<file path="src/rtl/irq_dist_ctrl_pkg.sv">
package irq_dist_ctrl_pkg;

  // Bit positions inside the control word; the non-secure view and the
  // neighbouring distributor logic depend on these.
  localparam int CB_G0     = 0;
  localparam int CB_G1NS   = 1;
  localparam int CB_G1S    = 2;
  localparam int CB_RT_S   = 4;
  localparam int CB_RT_NS  = 5;
  localparam int CB_SECDIS = 6;
  localparam int CB_WPEND  = 31;

  localparam logic [31:0] NS_VIEW_MASK =
    (32'd1 << CB_WPEND) | (32'd1 << CB_RT_S) | (32'd1 << CB_G1NS);

  typedef struct packed {
    logic secdis;
    logic rt_ns;
    logic g1s;
    logic g1ns;
    logic g0;
  } ctl_state_t;

  typedef enum logic [1:0] {
    SEL_CTL  = 2'd0,
    SEL_TYPE = 2'd1,
    SEL_NONE = 2'd2
  } reg_sel_t;

  function automatic logic [31:0] ctl_word(input ctl_state_t s);
    logic [31:0] w;
    w = '0;
    w[CB_G0]     = s.g0;
    w[CB_G1NS]   = s.g1ns;
    w[CB_G1S]    = s.g1s;
    w[CB_RT_S]   = 1'b1;
    w[CB_RT_NS]  = s.rt_ns;
    w[CB_SECDIS] = s.secdis;
    w[CB_WPEND]  = 1'b0;
    return w;
  endfunction

endpackage

</file>
<file path="src/rtl/irq_dist_ctrl_state.sv">
module irq_dist_ctrl_state
  import irq_dist_ctrl_pkg::*;
(
  input  logic       clk,
  input  logic       rst,
  input  logic       wr_ctl,
  input  logic       wr_secure,
  input  logic       wd_g0,
  input  logic       wd_g1ns,
  input  logic       wd_g1s,
  input  logic       wd_secdis,
  output ctl_state_t st
);

  ctl_state_t nxt;

  always_comb begin
    nxt = st;
    if (st.secdis) begin
      // single security state: only the two group enables move
      nxt.g0   = wd_g0;
      nxt.g1ns = wd_g1ns;
    end else if (wr_secure) begin
      nxt.g0     = wd_g0;
      nxt.g1ns   = wd_g1ns;
      nxt.g1s    = wd_g1s;
      nxt.secdis = wd_secdis;
      if (wd_secdis) begin
        nxt.g1s   = 1'b0;
        nxt.rt_ns = 1'b0;
      end
    end else begin
      nxt.g1ns = wd_g1ns;
    end
  end

  always_ff @(posedge clk) begin
    if (rst) begin
      st.g0     <= 1'b0;
      st.g1ns   <= 1'b0;
      st.g1s    <= 1'b0;
      st.rt_ns  <= 1'b1;
      st.secdis <= 1'b0;
    end else if (wr_ctl) begin
      st <= nxt;
    end
  end

  // security disable is one-way
  a_r7_secdis_sticky: assert property (@(posedge clk) disable iff (rst)
    st.secdis |=> st.secdis);

  // setting security disable drops dependent bits in the same update
  a_r6_secdis_clears: assert property (@(posedge clk) disable iff (rst)
    $rose(st.secdis) |-> (!st.g1s && !st.rt_ns));

  // non-secure routing bit stays set while security is enabled
  a_r2_routing_held: assert property (@(posedge clk) disable iff (rst)
    !st.secdis |-> st.rt_ns);

  // non-secure write under security touches only the NS group-1 enable
  a_r5_ns_write_scope: assert property (@(posedge clk) disable iff (rst)
    (wr_ctl && !wr_secure && !st.secdis) |=>
      ($stable(st.g0) && $stable(st.g1s) && $stable(st.secdis)));

endmodule

</file>
<file path="src/rtl/irq_dist_ctrl_type.sv">
module irq_dist_ctrl_type #(
  parameter int NUM_IRQ  = 96,
  parameter bit LPI_EN   = 1'b1,
  parameter int REVISION = 3
) (
  input  logic        secdis,
  output logic [31:0] type_word
);

  localparam int          SPI_LINES = ((NUM_IRQ - 32) / 32) - 1;
  localparam logic [4:0]  LINES_FLD = SPI_LINES[4:0];
  localparam logic [4:0]  IDBITS    = 5'hF;

  logic dvis_bit;

  generate
    if (REVISION >= 4) begin : g_dvis
      assign dvis_bit = 1'b1;
    end else begin : g_nodvis
      assign dvis_bit = 1'b0;
    end
  endgenerate

  always_comb begin
    type_word        = '0;
    type_word[25]    = 1'b1;
    type_word[24]    = 1'b1;
    type_word[23:19] = IDBITS;
    type_word[18]    = dvis_bit;
    type_word[17]    = LPI_EN;
    type_word[10]    = ~secdis;
    type_word[4:0]   = LINES_FLD;
  end

endmodule

</file>
<file path="src/rtl/irq_dist_ctrl_rdport.sv">
module irq_dist_ctrl_rdport
  import irq_dist_ctrl_pkg::*;
(
  input  logic        clk,
  input  logic        rst,
  input  logic        rd_req,
  input  reg_sel_t    rd_sel,
  input  logic        rd_secure,
  input  ctl_state_t  st,
  input  logic [31:0] type_word,
  output logic        rsp_valid,
  output logic [31:0] rsp_rdata
);

  logic [31:0] ctl_view;
  logic [31:0] rd_mux;

  always_comb begin
    ctl_view = ctl_word(st);
    if (!st.secdis && !rd_secure)
      ctl_view = ctl_view & NS_VIEW_MASK;
    case (rd_sel)
      SEL_CTL:  rd_mux = ctl_view;
      SEL_TYPE: rd_mux = type_word;
      default:  rd_mux = '0;
    endcase
  end

  always_ff @(posedge clk) begin
    if (rst) begin
      rsp_valid <= 1'b0;
      rsp_rdata <= '0;
    end else begin
      rsp_valid <= rd_req;
      rsp_rdata <= rd_req ? rd_mux : '0;
    end
  end

  // one-cycle read response, none for writes or idle
  a_r10_rsp_follows: assert property (@(posedge clk) disable iff (rst)
    rd_req |=> rsp_valid);
  a_r10_rsp_quiet: assert property (@(posedge clk) disable iff (rst)
    !rd_req |=> !rsp_valid);

endmodule

</file>
<file path="src/rtl/irq_dist_ctrl.sv">
module irq_dist_ctrl
  import irq_dist_ctrl_pkg::*;
#(
  parameter int ADDR_W   = 8,
  parameter int NUM_IRQ  = 96,
  parameter bit LPI_EN   = 1'b1,
  parameter int REVISION = 3
) (
  input  logic              clk,
  input  logic              rst,
  input  logic              req_valid,
  input  logic              req_write,
  input  logic              req_secure,
  input  logic [ADDR_W-1:0] req_addr,
  input  logic [31:0]       req_wdata,
  output logic              rsp_valid,
  output logic [31:0]       rsp_rdata,
  output logic              grp0_en,
  output logic              grp1ns_en,
  output logic              grp1s_en,
  output logic              sec_disabled
);

  localparam int WORD_W   = ADDR_W - 2;
  localparam int CTL_WORD = 0;
  localparam int TYP_WORD = 1;

  reg_sel_t   sel;
  ctl_state_t st;
  logic [31:0] type_word;
  logic       wr_ctl;
  logic       rd_req;
  logic       unused_wdata;

  always_comb begin
    if (req_addr[1:0] != 2'b00)
      sel = SEL_NONE;
    else if (req_addr[ADDR_W-1:2] == WORD_W'(CTL_WORD))
      sel = SEL_CTL;
    else if (req_addr[ADDR_W-1:2] == WORD_W'(TYP_WORD))
      sel = SEL_TYPE;
    else
      sel = SEL_NONE;
  end

  assign wr_ctl       = req_valid && req_write && (sel == SEL_CTL);
  assign rd_req       = req_valid && !req_write;
  assign unused_wdata = ^{req_wdata[31:7], req_wdata[5:3]};

  irq_dist_ctrl_state u_state (
    .clk       (clk),
    .rst       (rst),
    .wr_ctl    (wr_ctl),
    .wr_secure (req_secure),
    .wd_g0     (req_wdata[CB_G0]),
    .wd_g1ns   (req_wdata[CB_G1NS]),
    .wd_g1s    (req_wdata[CB_G1S]),
    .wd_secdis (req_wdata[CB_SECDIS]),
    .st        (st)
  );

  irq_dist_ctrl_type #(
    .NUM_IRQ  (NUM_IRQ),
    .LPI_EN   (LPI_EN),
    .REVISION (REVISION)
  ) u_type (
    .secdis    (st.secdis),
    .type_word (type_word)
  );

  irq_dist_ctrl_rdport u_rd (
    .clk       (clk),
    .rst       (rst),
    .rd_req    (rd_req),
    .rd_sel    (sel),
    .rd_secure (req_secure),
    .st        (st),
    .type_word (type_word),
    .rsp_valid (rsp_valid),
    .rsp_rdata (rsp_rdata)
  );

  assign grp0_en      = st.g0;
  assign grp1ns_en    = st.g1ns;
  assign grp1s_en     = st.g1s;
  assign sec_disabled = st.secdis;

  // writes outside the control word leave the outputs alone
  a_r9_other_writes_inert: assert property (@(posedge clk) disable iff (rst)
    (req_valid && req_write && sel != SEL_CTL) |=>
      ($stable(grp0_en) && $stable(grp1ns_en) && $stable(grp1s_en)
       && $stable(sec_disabled)));

endmodule

</file>
<file path="config.mk">
export PLATFORM = sky130hd
export DESIGN_NAME = irq_dist_ctrl
export DESIGN_NICKNAME = d
export VERILOG_FILES = /design/src/rtl/irq_dist_ctrl_pkg.sv /design/src/rtl/irq_dist_ctrl_state.sv /design/src/rtl/irq_dist_ctrl_type.sv /design/src/rtl/irq_dist_ctrl_rdport.sv /design/src/rtl/irq_dist_ctrl.sv
export SDC_FILE = /design/constraint.sdc
export NUM_CORES = 1
export LEC_CHECK = 0
export BUFFER_PORTS_ARGS = -buffer_cell sky130_fd_sc_hd__buf_2
export CAP_MARGIN = 15
export CORE_AREA = 10 10 57 59
export DETAILED_ROUTE_END_ITERATION = 12
export DIE_AREA = 0 0 67 69
export PLACE_DENSITY_LB_ADDON = 0.08
export SYNTH_ARGS = -nofsm -noshare
export SYNTH_HDL_FRONTEND = slang
export SYNTH_SLANG_ARGS = --single-unit
</file>
<file path="constraint.sdc">
create_clock -name clk -period 3.35 [get_ports clk]
set_clock_uncertainty 0.05 [all_clocks]
set_input_delay 0.67 -clock clk [delete_from_list [all_inputs] [get_ports clk]]
set_output_delay 0.67 -clock clk [all_outputs]
set_load 0.05 [all_outputs]
</file>
==> run_results.csv <==
group,metric,value,unit
outcome,status,"finished clean",
global_routing,grt_usage,6.89,%
synth,yosys-top-cells-count,"24 x buf_4, 14 x dfxtp_1, 5 x nand2b_1",
floorplanning,dieArea,0.00462,sq mm
timing,setup_violations,0,
synth,synth_area_leader_cell,"dfxtp_1",
timing,fin_crit_sh,50.1,%
critical_path,critPathLaunch,"u_rd.rsp_rdata[24]$_SDFF_PP0_",
synth,synth_top_area_share,38.8,%
finish,area_growth,15.4,%
finish,antenna_cells,0,
drt,firstDrtPassIters,4,
synth,synthArstFlopShare,0,%
global_routing,grt_max_degree,11,
worst_hold_path,hold_start,"u_state.st[1]$_SDFFE_PP0P_",
critical_path,start_kind,"register",
pwr,power.leakage,0.450,nW
synth,netlist_area,722,sq um
critical_path,reg2reg_from,"u_state.st[4]$_SDFFE_PP0P_",
drt,avgViaCountPerCell,4.17,
drt,wl_met1,594,microns
floorplanning,die_h,69,microns
floorplanning,row_count,17,
timing,tns,0,ns
critical_path,cp_slowest_stage_delay,0.40,ns
critical_path,slowest_stage,"dfxtp_1",
place,dpl-instance-area,811,sq um
clocking,clk_latency,0.27,ns
synth,synthCells,74,
job,maxCapViolations,0,
floorplanning,io_pins,82,
floorplanning,core,0.00215,sq mm
drt,top_layer_used,"met4",
synth,avgSynthCellArea,9.76,sq um
drt,first_iter_violations,4,
drt,route.detailed.wl_per_inst,12.3,microns
critical_path,path_cells,"buf_2",
timing,maxSlewViolCount,0,
worst_hold_path,hp-class,"register to register",
critical_path,crit_type,"register to primary output",
global_routing,grt.overflow.total,0,
timing,hold_viol,0,
synth,ys_types,27,
global_routing,first_global_vias,583,
place,gp_congestion,0.693,
drt,vias,551,
critical_path,critPathRequiredTime,2.63,ns
drt,drc,0,
global_routing,grt_first_pass_wirelength,2.53,mm
clocking,cts_buffers,3,
clocking,ctsHoldBuffers,0,
drt,route.met3.wl,261,microns
critical_path,crit_fanout,7,
finish,finalInstanceArea,833,sq um
synth,ys.flop_type,"dfxtp_1",
finish,nNetsFinal,151,
clocking,clkTransAtPathRegs,0.08,ns
clocking,clk_path_buf_depth,2,
pwr,peakVddDrop,0.169,mV
drt,wl,1.62,mm
floorplanning,initial_utilization,33.6,%
pwr,powerDensity,389,mW/mm^2
timing,fmax,0.595,GHz
finish,fin_util,38.8,%
clocking,clock_sinks,14,
critical_path,cp_num_buf_inv,1,
synth,ys_top_cells_by_area,"dfxtp_1 39%, buf_4 25%, nand2b_1 4.3%",
timing,rsz0062_at_grt,"false",
timing,layout_min_cycle_time,1.68,ns
synth,yosys_warnings,0,
synth,ys_ff_latch,14,
finish,drive_above_1_share,43.3,%
global_routing,antenna_found_initial,0,
synth,yosysSeqAreaShare,38.8,%
critical_path,worst_ep_arrival_time,0.96,ns
synth,synth_enable_flop_cells,0,
drt,antenna_left,0,
clocking,cts_root_buf,"clkbuf_4",
clocking,postCtsSetupBuffers,0,
clocking,tritoncts,"done",
place,port_buffers,35,
floorplanning,die_w,67,microns
clocking,post_cts_resized,0,
synth,synth_most_common_cell,"buf_4",
critical_path,worst_setup_path_end_kind,"primary output",
clocking,htree_levels,1,
critical_path,crit_family,"flip-flops",
place,hpwl,1.42,mm
drt,route.met2.wl,752,microns
==> where the power goes <==
| group | switching (mW) | internal [mW] |
|---|---|---|
| Combinational | 0.0575 | 0.0118 |
| Sequential | 0.000110 | 0.167 |
| Clock | 0.0466 | 0.0415 |
| Total | 0.104 | 0.220 |
==> worst reg2reg max path: cells and delay by family (launching register included) <==
family	cells	cell delay, ns
DFF	1	0.34
muxes	1	0.17
and+or+nand+nor	2	0.44
==> final cells by class <==
type / instances / area, sq um
Fill cell: 234 / 1320
Tap cell: 28 / 35.0
Sequential cell: 14 / 280
Timing Repair Buffer: 35 / 175
Inverter: 1 / 3.75
Clock buffer: 3 / 22.5
Multi-Input combinational cell: 51 / 317
==> metrics by stage <==
stage / power [mW] / hold slack (ns) / cells / setup WS, ns
floorplan: 0.242 / 0.400 / 91 / 1.64
global placement: 0.239 / 0.414 / 129 / 1.49
detailed placement: 0.239 / 0.428 / 129 / 1.50
CTS: 0.330 / 0.447 / 132 / 1.64
global route: 0.342 / 0.464 / 132 / 1.59
finish: 0.324 / 0.435 / 132 / 1.67
==> flip-flops by register name, summed over array words and instances, names as in the netlist <==
register,cells
u_rd.rsp_valid,1
u_state.st,5
u_rd.rsp_rdata,8
==> routing by layer <==
metal  up-vias  track usage [%]
li1        269                -
met1       246             6.76
met2        34             11.1
met3         2             3.54
met4         0             4.07
met5         -                0
==> final timing paths <==
kind,endpoint,slack [ns],cells past startpoint
worst min register to register,u_state.st[1]$_SDFFE_PP0P_,0.43,2
worst max-delay path,rsp_rdata[17],1.67,1
worst max register to register,u_state.st[0]$_SDFFE_PP0P_,2.28,3
worst min-delay path,u_state.st[1]$_SDFFE_PP0P_,0.43,2
==> cells in the final DEF, fill, tap and decap left out <==
master     n
nor2b_1    1
and4_2     1
and2_2     1
a21oi_1    1
nand4_1    2
dfxtp_1   14
buf_2     35
mux2i_1    3
nand3b_1   1
inv_1      1
nor3b_2    1
conb_1    18
nand2b_1   5
nor2_1     2
and3b_1    1
nand3_1    3
nor3_1     1
or2_2      1
clkbuf_4   3
and4b_4    1
nor4_4     1
and3_1     2
nor3_2     1
o22ai_1    1
nand2_1    1
o32a_1     1
and2_1     1
==> logic make-up (layout without fill, tap and decap cells) <==
kind of cell | Yosys count | in the layout | synth area share (%)
AOI/OAI and AO/OA | 3 | 3 | 2.95
buffers and inverters | 26 | 39 | 26.2
DFF | 14 | 14 | 38.8
muxes | 3 | 3 | 4.16
other | 1 | 18 | 0.519
and+or+nand+nor | 27 | 27 | 27.4
No activity file was read; power rests on OpenSTA's default activity.
